--- config.mk ---
export PLATFORM = sky130hd
export DESIGN_NAME = dma2d_addr_gen
export DESIGN_NICKNAME = d
export VERILOG_FILES = /design/src/rtl/dma2d_pkg.sv /design/src/rtl/dma2d_ctrl.sv /design/src/rtl/dma2d_ring_evt.sv /design/src/rtl/dma2d_walk.sv /design/src/rtl/dma2d_addr_gen.sv
export SDC_FILE = /design/constraint.sdc
export NUM_CORES = 1
export LEC_CHECK = 0
export BUFFER_PORTS_ARGS = -buffer_cell sky130_fd_sc_hd__buf_4
export CORE_MARGIN = 3
export CORE_UTILIZATION = 55
export DETAILED_ROUTE_END_ITERATION = 6
export PLACE_DENSITY = 0.73
export SETUP_SLACK_MARGIN = 0.15
export SYNTH_ARGS = -nofsm -noshare
export SYNTH_HDL_FRONTEND = slang
export SYNTH_SLANG_ARGS = --single-unit
--- constraint.sdc ---
create_clock -name clk -period 9.4 [get_ports clk]
set_clock_uncertainty 0.2 [all_clocks]
set_input_delay 0 -clock clk [delete_from_list [all_inputs] [get_ports clk]]
set_output_delay 0 -clock clk [all_outputs]
set_load 0.05 [all_outputs]
--- src/rtl/dma2d_pkg.sv ---
package dma2d_pkg;
  typedef enum logic [1:0] {
    MODE_IDLE = 2'd0,
    MODE_LINE = 2'd1,
    MODE_RING = 2'd2
  } walk_mode_e;
endpackage

--- src/rtl/dma2d_ctrl.sv ---
module dma2d_ctrl
  import dma2d_pkg::*;
(
  input  logic       clk,
  input  logic       rst,
  input  logic       start,
  input  logic       abort,
  input  logic       ring_sel,
  input  logic       fire,
  input  logic       final_beat,
  output logic       launch,
  output walk_mode_e mode,
  output logic       done_o
);

  assign launch = start && (mode == MODE_IDLE) && !abort;

  always_ff @(posedge clk) begin
    if (rst) begin
      mode   <= MODE_IDLE;
      done_o <= 1'b0;
    end else begin
      done_o <= 1'b0;
      if (abort) begin
        mode <= MODE_IDLE;
      end else if (launch) begin
        mode <= ring_sel ? MODE_RING : MODE_LINE;
      end else if ((mode == MODE_LINE) && fire && final_beat) begin
        mode   <= MODE_IDLE;
        done_o <= 1'b1;
      end
    end
  end

  AST_DONE_SINGLE: assert property (@(posedge clk) disable iff (rst)
    done_o |=> !done_o);
  AST_RING_NEVER_DONE: assert property (@(posedge clk) disable iff (rst)
    (mode == MODE_RING) |=> !done_o);
  AST_ABORT_IDLE: assert property (@(posedge clk) disable iff (rst)
    abort |=> ((mode == MODE_IDLE) && !done_o));
  AST_BUSY_START_IGNORED: assert property (@(posedge clk) disable iff (rst)
    ((mode != MODE_IDLE) && start && !abort && !(fire && final_beat)) |=>
      (mode == $past(mode)));

endmodule

--- src/rtl/dma2d_ring_evt.sv ---
module dma2d_ring_evt
  import dma2d_pkg::*;
#(
  parameter int CW = 16,
  parameter int SW = 16
) (
  input  logic          clk,
  input  logic          rst,
  input  logic          launch,
  input  logic [SW-1:0] stride,
  input  logic [CW-1:0] line_cnt,
  input  walk_mode_e    mode,
  input  logic          fire,
  output logic          wrap_now,
  output logic          half_evt,
  output logic          full_evt
);

  localparam int RW = SW + CW;

  logic [RW-1:0] area_q;
  logic [RW-1:0] half_q;
  logic [RW-1:0] off_q;
  logic [RW-1:0] area_new;

  assign area_new = RW'(stride) * (RW'(line_cnt) + RW'(1));
  assign wrap_now = (off_q == area_q - RW'(1));

  always_ff @(posedge clk) begin
    if (rst) begin
      area_q   <= '0;
      half_q   <= '0;
      off_q    <= '0;
      half_evt <= 1'b0;
      full_evt <= 1'b0;
    end else begin
      half_evt <= 1'b0;
      full_evt <= 1'b0;
      if (launch) begin
        area_q <= area_new;
        half_q <= area_new >> 1;
        off_q  <= '0;
      end else if ((mode == MODE_RING) && fire) begin
        if (wrap_now) begin
          off_q    <= '0;
          full_evt <= 1'b1;
        end else begin
          off_q <= off_q + RW'(1);
          if ((half_q != '0) && (off_q == half_q - RW'(1))) half_evt <= 1'b1;
        end
      end
    end
  end

  AST_EVT_EXCLUSIVE: assert property (@(posedge clk) disable iff (rst)
    !(half_evt && full_evt));
  AST_EVT_RING_ONLY: assert property (@(posedge clk) disable iff (rst)
    (half_evt || full_evt) |-> ($past(mode) == MODE_RING));

endmodule

--- src/rtl/dma2d_walk.sv ---
module dma2d_walk
  import dma2d_pkg::*;
#(
  parameter int AW = 30,
  parameter int LW = 16,
  parameter int CW = 16,
  parameter int SW = 16
) (
  input  logic          clk,
  input  logic          rst,
  input  logic          launch,
  input  walk_mode_e    mode,
  input  logic          fire,
  input  logic          wrap_now,
  input  logic [AW-1:0] start_addr,
  input  logic [LW-1:0] line_len,
  input  logic [CW-1:0] line_cnt,
  input  logic [SW-1:0] stride,
  output logic [AW-1:0] addr_q,
  output logic          final_beat
);

  logic [LW-1:0] len_q, x_q;
  logic [CW-1:0] cnt_q, y_q;
  logic [AW-1:0] stride_q;
  logic [AW-1:0] base_q;
  logic [AW-1:0] line_base_q;
  logic          last_col;
  logic          last_row;

  assign last_col   = (x_q == len_q);
  assign last_row   = (y_q == cnt_q);
  assign final_beat = last_col && last_row;

  always_ff @(posedge clk) begin
    if (rst) begin
      len_q       <= '0;
      cnt_q       <= '0;
      stride_q    <= '0;
      base_q      <= '0;
      line_base_q <= '0;
      x_q         <= '0;
      y_q         <= '0;
      addr_q      <= '0;
    end else if (launch) begin
      len_q       <= line_len;
      cnt_q       <= line_cnt;
      stride_q    <= AW'(stride);
      base_q      <= start_addr;
      line_base_q <= start_addr;
      x_q         <= '0;
      y_q         <= '0;
      addr_q      <= start_addr;
    end else if (fire) begin
      if (mode == MODE_RING) begin
        addr_q <= wrap_now ? base_q : addr_q + AW'(1);
      end else if (mode == MODE_LINE) begin
        if (!last_col) begin
          x_q    <= x_q + LW'(1);
          addr_q <= addr_q + AW'(1);
        end else if (!last_row) begin
          x_q         <= '0;
          y_q         <= y_q + CW'(1);
          line_base_q <= line_base_q + stride_q;
          addr_q      <= line_base_q + stride_q;
        end else begin
          addr_q <= addr_q + AW'(1);
        end
      end
    end
  end

  AST_ADDR_HOLD_NO_FIRE: assert property (@(posedge clk) disable iff (rst)
    (!fire && !launch) |=> (addr_q == $past(addr_q)));

endmodule

--- src/rtl/dma2d_addr_gen.sv ---
module dma2d_addr_gen
  import dma2d_pkg::*;
#(
  parameter int AW = 30,
  parameter int LW = 16,
  parameter int CW = 16,
  parameter int SW = 16
) (
  input  logic          clk,
  input  logic          rst,
  input  logic          start,
  input  logic          abort,
  input  logic [AW-1:0] start_addr,
  input  logic [LW-1:0] line_len,
  input  logic [CW-1:0] line_cnt,
  input  logic [SW-1:0] stride,
  input  logic          dir_in,
  input  logic          addr_ready,
  output logic          addr_valid,
  output logic [AW-1:0] addr_out,
  output logic          dir_out,
  output logic          done,
  output logic          half_evt,
  output logic          full_evt
);

  walk_mode_e mode;
  logic       launch;
  logic       fire;
  logic       final_beat;
  logic       wrap_now;
  logic       ring_sel;

  assign ring_sel   = (line_len == '0);
  assign addr_valid = (mode != MODE_IDLE);
  assign fire       = addr_valid && addr_ready && !abort;

  dma2d_ctrl u_ctrl (
    .clk        (clk),
    .rst        (rst),
    .start      (start),
    .abort      (abort),
    .ring_sel   (ring_sel),
    .fire       (fire),
    .final_beat (final_beat),
    .launch     (launch),
    .mode       (mode),
    .done_o     (done)
  );

  dma2d_walk #(.AW(AW), .LW(LW), .CW(CW), .SW(SW)) u_walk (
    .clk        (clk),
    .rst        (rst),
    .launch     (launch),
    .mode       (mode),
    .fire       (fire),
    .wrap_now   (wrap_now),
    .start_addr (start_addr),
    .line_len   (line_len),
    .line_cnt   (line_cnt),
    .stride     (stride),
    .addr_q     (addr_out),
    .final_beat (final_beat)
  );

  dma2d_ring_evt #(.CW(CW), .SW(SW)) u_ring (
    .clk      (clk),
    .rst      (rst),
    .launch   (launch),
    .stride   (stride),
    .line_cnt (line_cnt),
    .mode     (mode),
    .fire     (fire),
    .wrap_now (wrap_now),
    .half_evt (half_evt),
    .full_evt (full_evt)
  );

  always_ff @(posedge clk) begin
    if (rst) dir_out <= 1'b0;
    else if (launch) dir_out <= dir_in;
  end

  AST_DIR_STABLE: assert property (@(posedge clk) disable iff (rst)
    (addr_valid && !launch) |=> (dir_out == $past(dir_out)));
  AST_STALL_KEEPS_VALID: assert property (@(posedge clk) disable iff (rst)
    (addr_valid && !addr_ready && !abort) |=> addr_valid);
  AST_DONE_NOT_VALID: assert property (@(posedge clk) disable iff (rst)
    done |-> !addr_valid);

endmodule

==> impl_metrics.py <==
metrics = {
    "power": {
        "clkPwrFrac_pct": 14.8,
        "p_total_mw": 7.21,
        "power_frac_comb_pct": 68.4,
        "powerDensity_nw_per_um2": 280,
        "p_leak_nw": 11.4,
        "p_int_mw": 3.82,
        "power_frac_seq_pct": 16.7,
        "p_sw_mw": 3.40,
        "peakVddDrop_mv": 0.431,
        "swShare_pct": 47.1,
    },
    "critical_path": {
        "reg2reg_to": "u_walk.addr_q[10]",
        "cp_num_cells": 29,
        "critPathTopFamily": "adder cells",
        "crit_path_end_kind": "flop",
        "start_kind": "input pin",
        "reg2reg_from": "u_ring.area_q[1]",
        "cpPeakStageDelay_ps": 550,
        "crit_arrival_ps": 8160,
        "path_common_cell": "fa_1",
        "crit_path_top_delay_cell": "fa_1",
        "path_buf_inv": 5,
        "r2r_slack_ps": 4940,
        "cp_max_fo": 19,
        "r2r_cells": 12,
        "worstPathRequired_ps": 9650,
        "critPathKind": "input pin to flop",
    },
    "drt": {
        "ant_nets": 0,
        "wire_per_inst_um": 18.2,
        "drcViolationCount": 0,
        "drtPass1Iterations": 5,
        "drt_iter0_markers": 1452,
        "vias": 20000,
        "drt_wl_total_um": 63400,
        "viasPerCell": 5.74,
    },
    "synthesis": {
        "async_reset_ff_share_pct": 0,
        "synth_top_area_share_pct": 21.0,
        "yosysSeqAreaShare_pct": 21.0,
        "synthTopCellsByArea": "dfxtp_1 21%, fa_1 18%, nand2_1 8.0%",
        "synth_top_area_cell": "dfxtp_1",
        "netlist_instances": 2821,
        "synth-edff-count": 0,
        "ys_warn_count": 0,
        "synth_flop_cell": "dfxtp_1",
        "ys_ff_latch": 240,
        "mappedNetlistNets": 3238,
        "syn_area_per_cell_sq_um": 8.11,
        "syn_area_sq_um": 22900,
        "ys_types": 77,
    },
    "clock_network": {
        "clk_pin_slew_ps": 60,
        "clkLatencyLatePin_ps": 560,
        "cts_resized": 0,
        "htree_levels": 1,
        "ctsRootBufferMaster": "clkbuf_16",
        "cts_sinks": 240,
        "clockBufferDepth": 3,
        "cts_hold_buf": 88,
        "cts_setup_buffers": 0,
        "tritoncts": "yes",
        "cts_made_buffers": 26,
    },
    "outcome": {
        "status": "completed",
    },
    "floorplan": {
        "die_w_um": 210,
        "die_area_sq_um": 44100,
        "initial_core_util_pct": 55.9,
        "rows": 74,
        "core_sq_um": 40900,
        "die_h_um": 210,
        "ios": 119,
    },
    "worst_hold_path": {
        "hold_path_startpoint": "dir_in",
        "whs_path_depth": 4,
        "whs_endpoint": "dir_out",
        "hold_class": "input pin to flop",
    },
    "timing": {
        "hold_ws_ps": 35.5,
        "rsz0062_at_grt": "no",
        "setup_tns_ps": 0,
        "setup_viol": 0,
        "finalMaxSlewViolations": 0,
        "setup_ws_ps": 1500,
        "slew_headroom_pct": 10.0,
        "min_period_ps": 7900,
        "post-route-period-util_pct": 84.1,
        "max_freq_ghz": 0.127,
        "tightest_slew_ps": 1340,
        "hold_viol_final": 0,
    },
    "grt": {
        "antenna_found_initial": 0,
        "grt_pass1_wl_um": 104000,
        "grt.overflow.total": 0,
        "grt_use_total_pct": 28.4,
        "grt_max_degree": 72,
        "grt_pass1_vias": 20200,
    },
    "cells_and_area": {
        "syn_to_final_growth_pct": 12.8,
        "layout_common_cells": "488 x nand2_1, 266 x inv_1, 240 x dfxtp_1",
        "n_fill_cell": 3564,
        "utilization_pct": 63.0,
        "fin_nets": 3343,
        "multi_input_area_sq_um": 16500,
        "final_cells": 3479,
        "final_area_sq_um": 25800,
        "final_common_cell": "nand2_1",
        "register_area_sq_um": 4800,
        "drive_gt1_share_pct": 7.98,
    },
    "place": {
        "place_area_sq_um": 24000,
        "dp_slack_ps": 1570,
        "dp_hpwl_um": 46000,
        "dp.cells": 3342,
        "port_buffers": 118,
        "gp_congestion": 0.909,
    },
    "run": {
        "cap_viol_max_count": 0,
    },
}
power groups by stage:
stage | sequential, mW | combinational [mW] | clock [mW]
after floorplan | 1.17 | 3.82 | 0
after global placement | 1.22 | 4.71 | 0
after detailed placement | 1.22 | 4.84 | 0
after CTS | 1.20 | 4.91 | 1.09
after global routing | 1.21 | 5.63 | 1.13
final | 1.21 | 4.94 | 1.07
cell families (layout without fill, tap and decap cells):
| logic type | count (synthesis) | in the layout | synth area share, % |
|---|---|---|---|
| other | 0 | 1 | 0 |
| adder cells (fa/ha/maj) | 333 | 333 | 25.0 |
| XOR/XNOR | 282 | 282 | 10.9 |
| buffers and inverters | 425 | 550 | 7.21 |
| flip-flops | 240 | 240 | 21.0 |
| multiplexers | 46 | 46 | 2.12 |
| AO/OA/AOI/OAI | 405 | 405 | 11.2 |
| AND/OR/NAND/NOR | 1090 | 1090 | 22.6 |
Yosys cell counts (all sizes together), types with 11 or more instances:
| master | count |
|---|---|
| and2 | 126 |
| nand2b | 15 |
| mux2 | 16 |
| nand3 | 69 |
| a311oi | 12 |
| dfxtp | 240 |
| buf | 31 |
| and4 | 12 |
| nand4 | 27 |
| o211ai | 17 |
| clkbuf | 128 |
| nor4 | 34 |
| xnor2 | 149 |
| a211oi | 16 |
| fa | 208 |
| a21oi | 172 |
| or3 | 15 |
| ha | 125 |
| xor2 | 132 |
| a21boi | 11 |
| nand2 | 489 |
| o21ai | 60 |
| nor2b | 26 |
| a31oi | 18 |
| o21a | 11 |
| nor3 | 29 |
| mux2i | 30 |
| and3 | 29 |
| a21o | 22 |
| inv | 266 |
| nor2 | 192 |
cell type report:
class | count | area share [%]
antenna | 1 | 0.00970
tap | 532 | 2.58
multi-input combinational | 2156 | 63.8
clock inverter | 12 | 0.713
inverter | 266 | 3.87
clock buffer | 36 | 2.67
sequential | 240 | 18.6
timing repair buffer | 236 | 7.72
worst max path at each step:
stage,from,end,slack [ps]
global placement,line_cnt[0],u_ring.area_q[29],1750
global route,line_cnt[0],u_ring.area_q[29],1080
floorplan,line_cnt[0],u_ring.area_q[29],2340
detailed placement,line_cnt[0],u_ring.area_q[29],1570
CTS,line_cnt[0],u_ring.area_q[29],1610
finish,line_cnt[0],u_ring.area_q[29],1500
worst reg2reg max path: cells and delay by family (launching register included):
| family | cells | cell delay [ps] |
|---|---|---|
| flops | 1 | 390 |
| simple gates | 5 | 1700 |
| fa+ha+maj | 1 | 190 |
| buf+inv | 2 | 630 |
| compound gates | 3 | 760 |
| mux | 1 | 430 |
state kept, by name, indices dropped and copies added, names as in the netlist, 2 cells and up:
| name | count |
|---|---|
| u_walk.len_q | 16 |
| u_walk.stride_q | 16 |
| u_ring.area_q | 32 |
| u_walk.line_base_q | 30 |
| u_walk.cnt_q | 16 |
| u_ctrl.mode | 2 |
| u_walk.addr_q | 30 |
| u_walk.base_q | 30 |
| u_ring.off_q | 32 |
| u_walk.y_q | 16 |
| u_walk.x_q | 16 |
metal layers:
metal / wire length (um) / track usage, % / vias up
met5: 0 / 0 / -
met4: 1900 / 8.48 / 0
met3: 4500 / 5.31 / 148
met2: 28900 / 46.0 / 696
met1: 28100 / 39.2 / 9691
li1: - / - / 9418
Power figures use the tool's default switching activity.
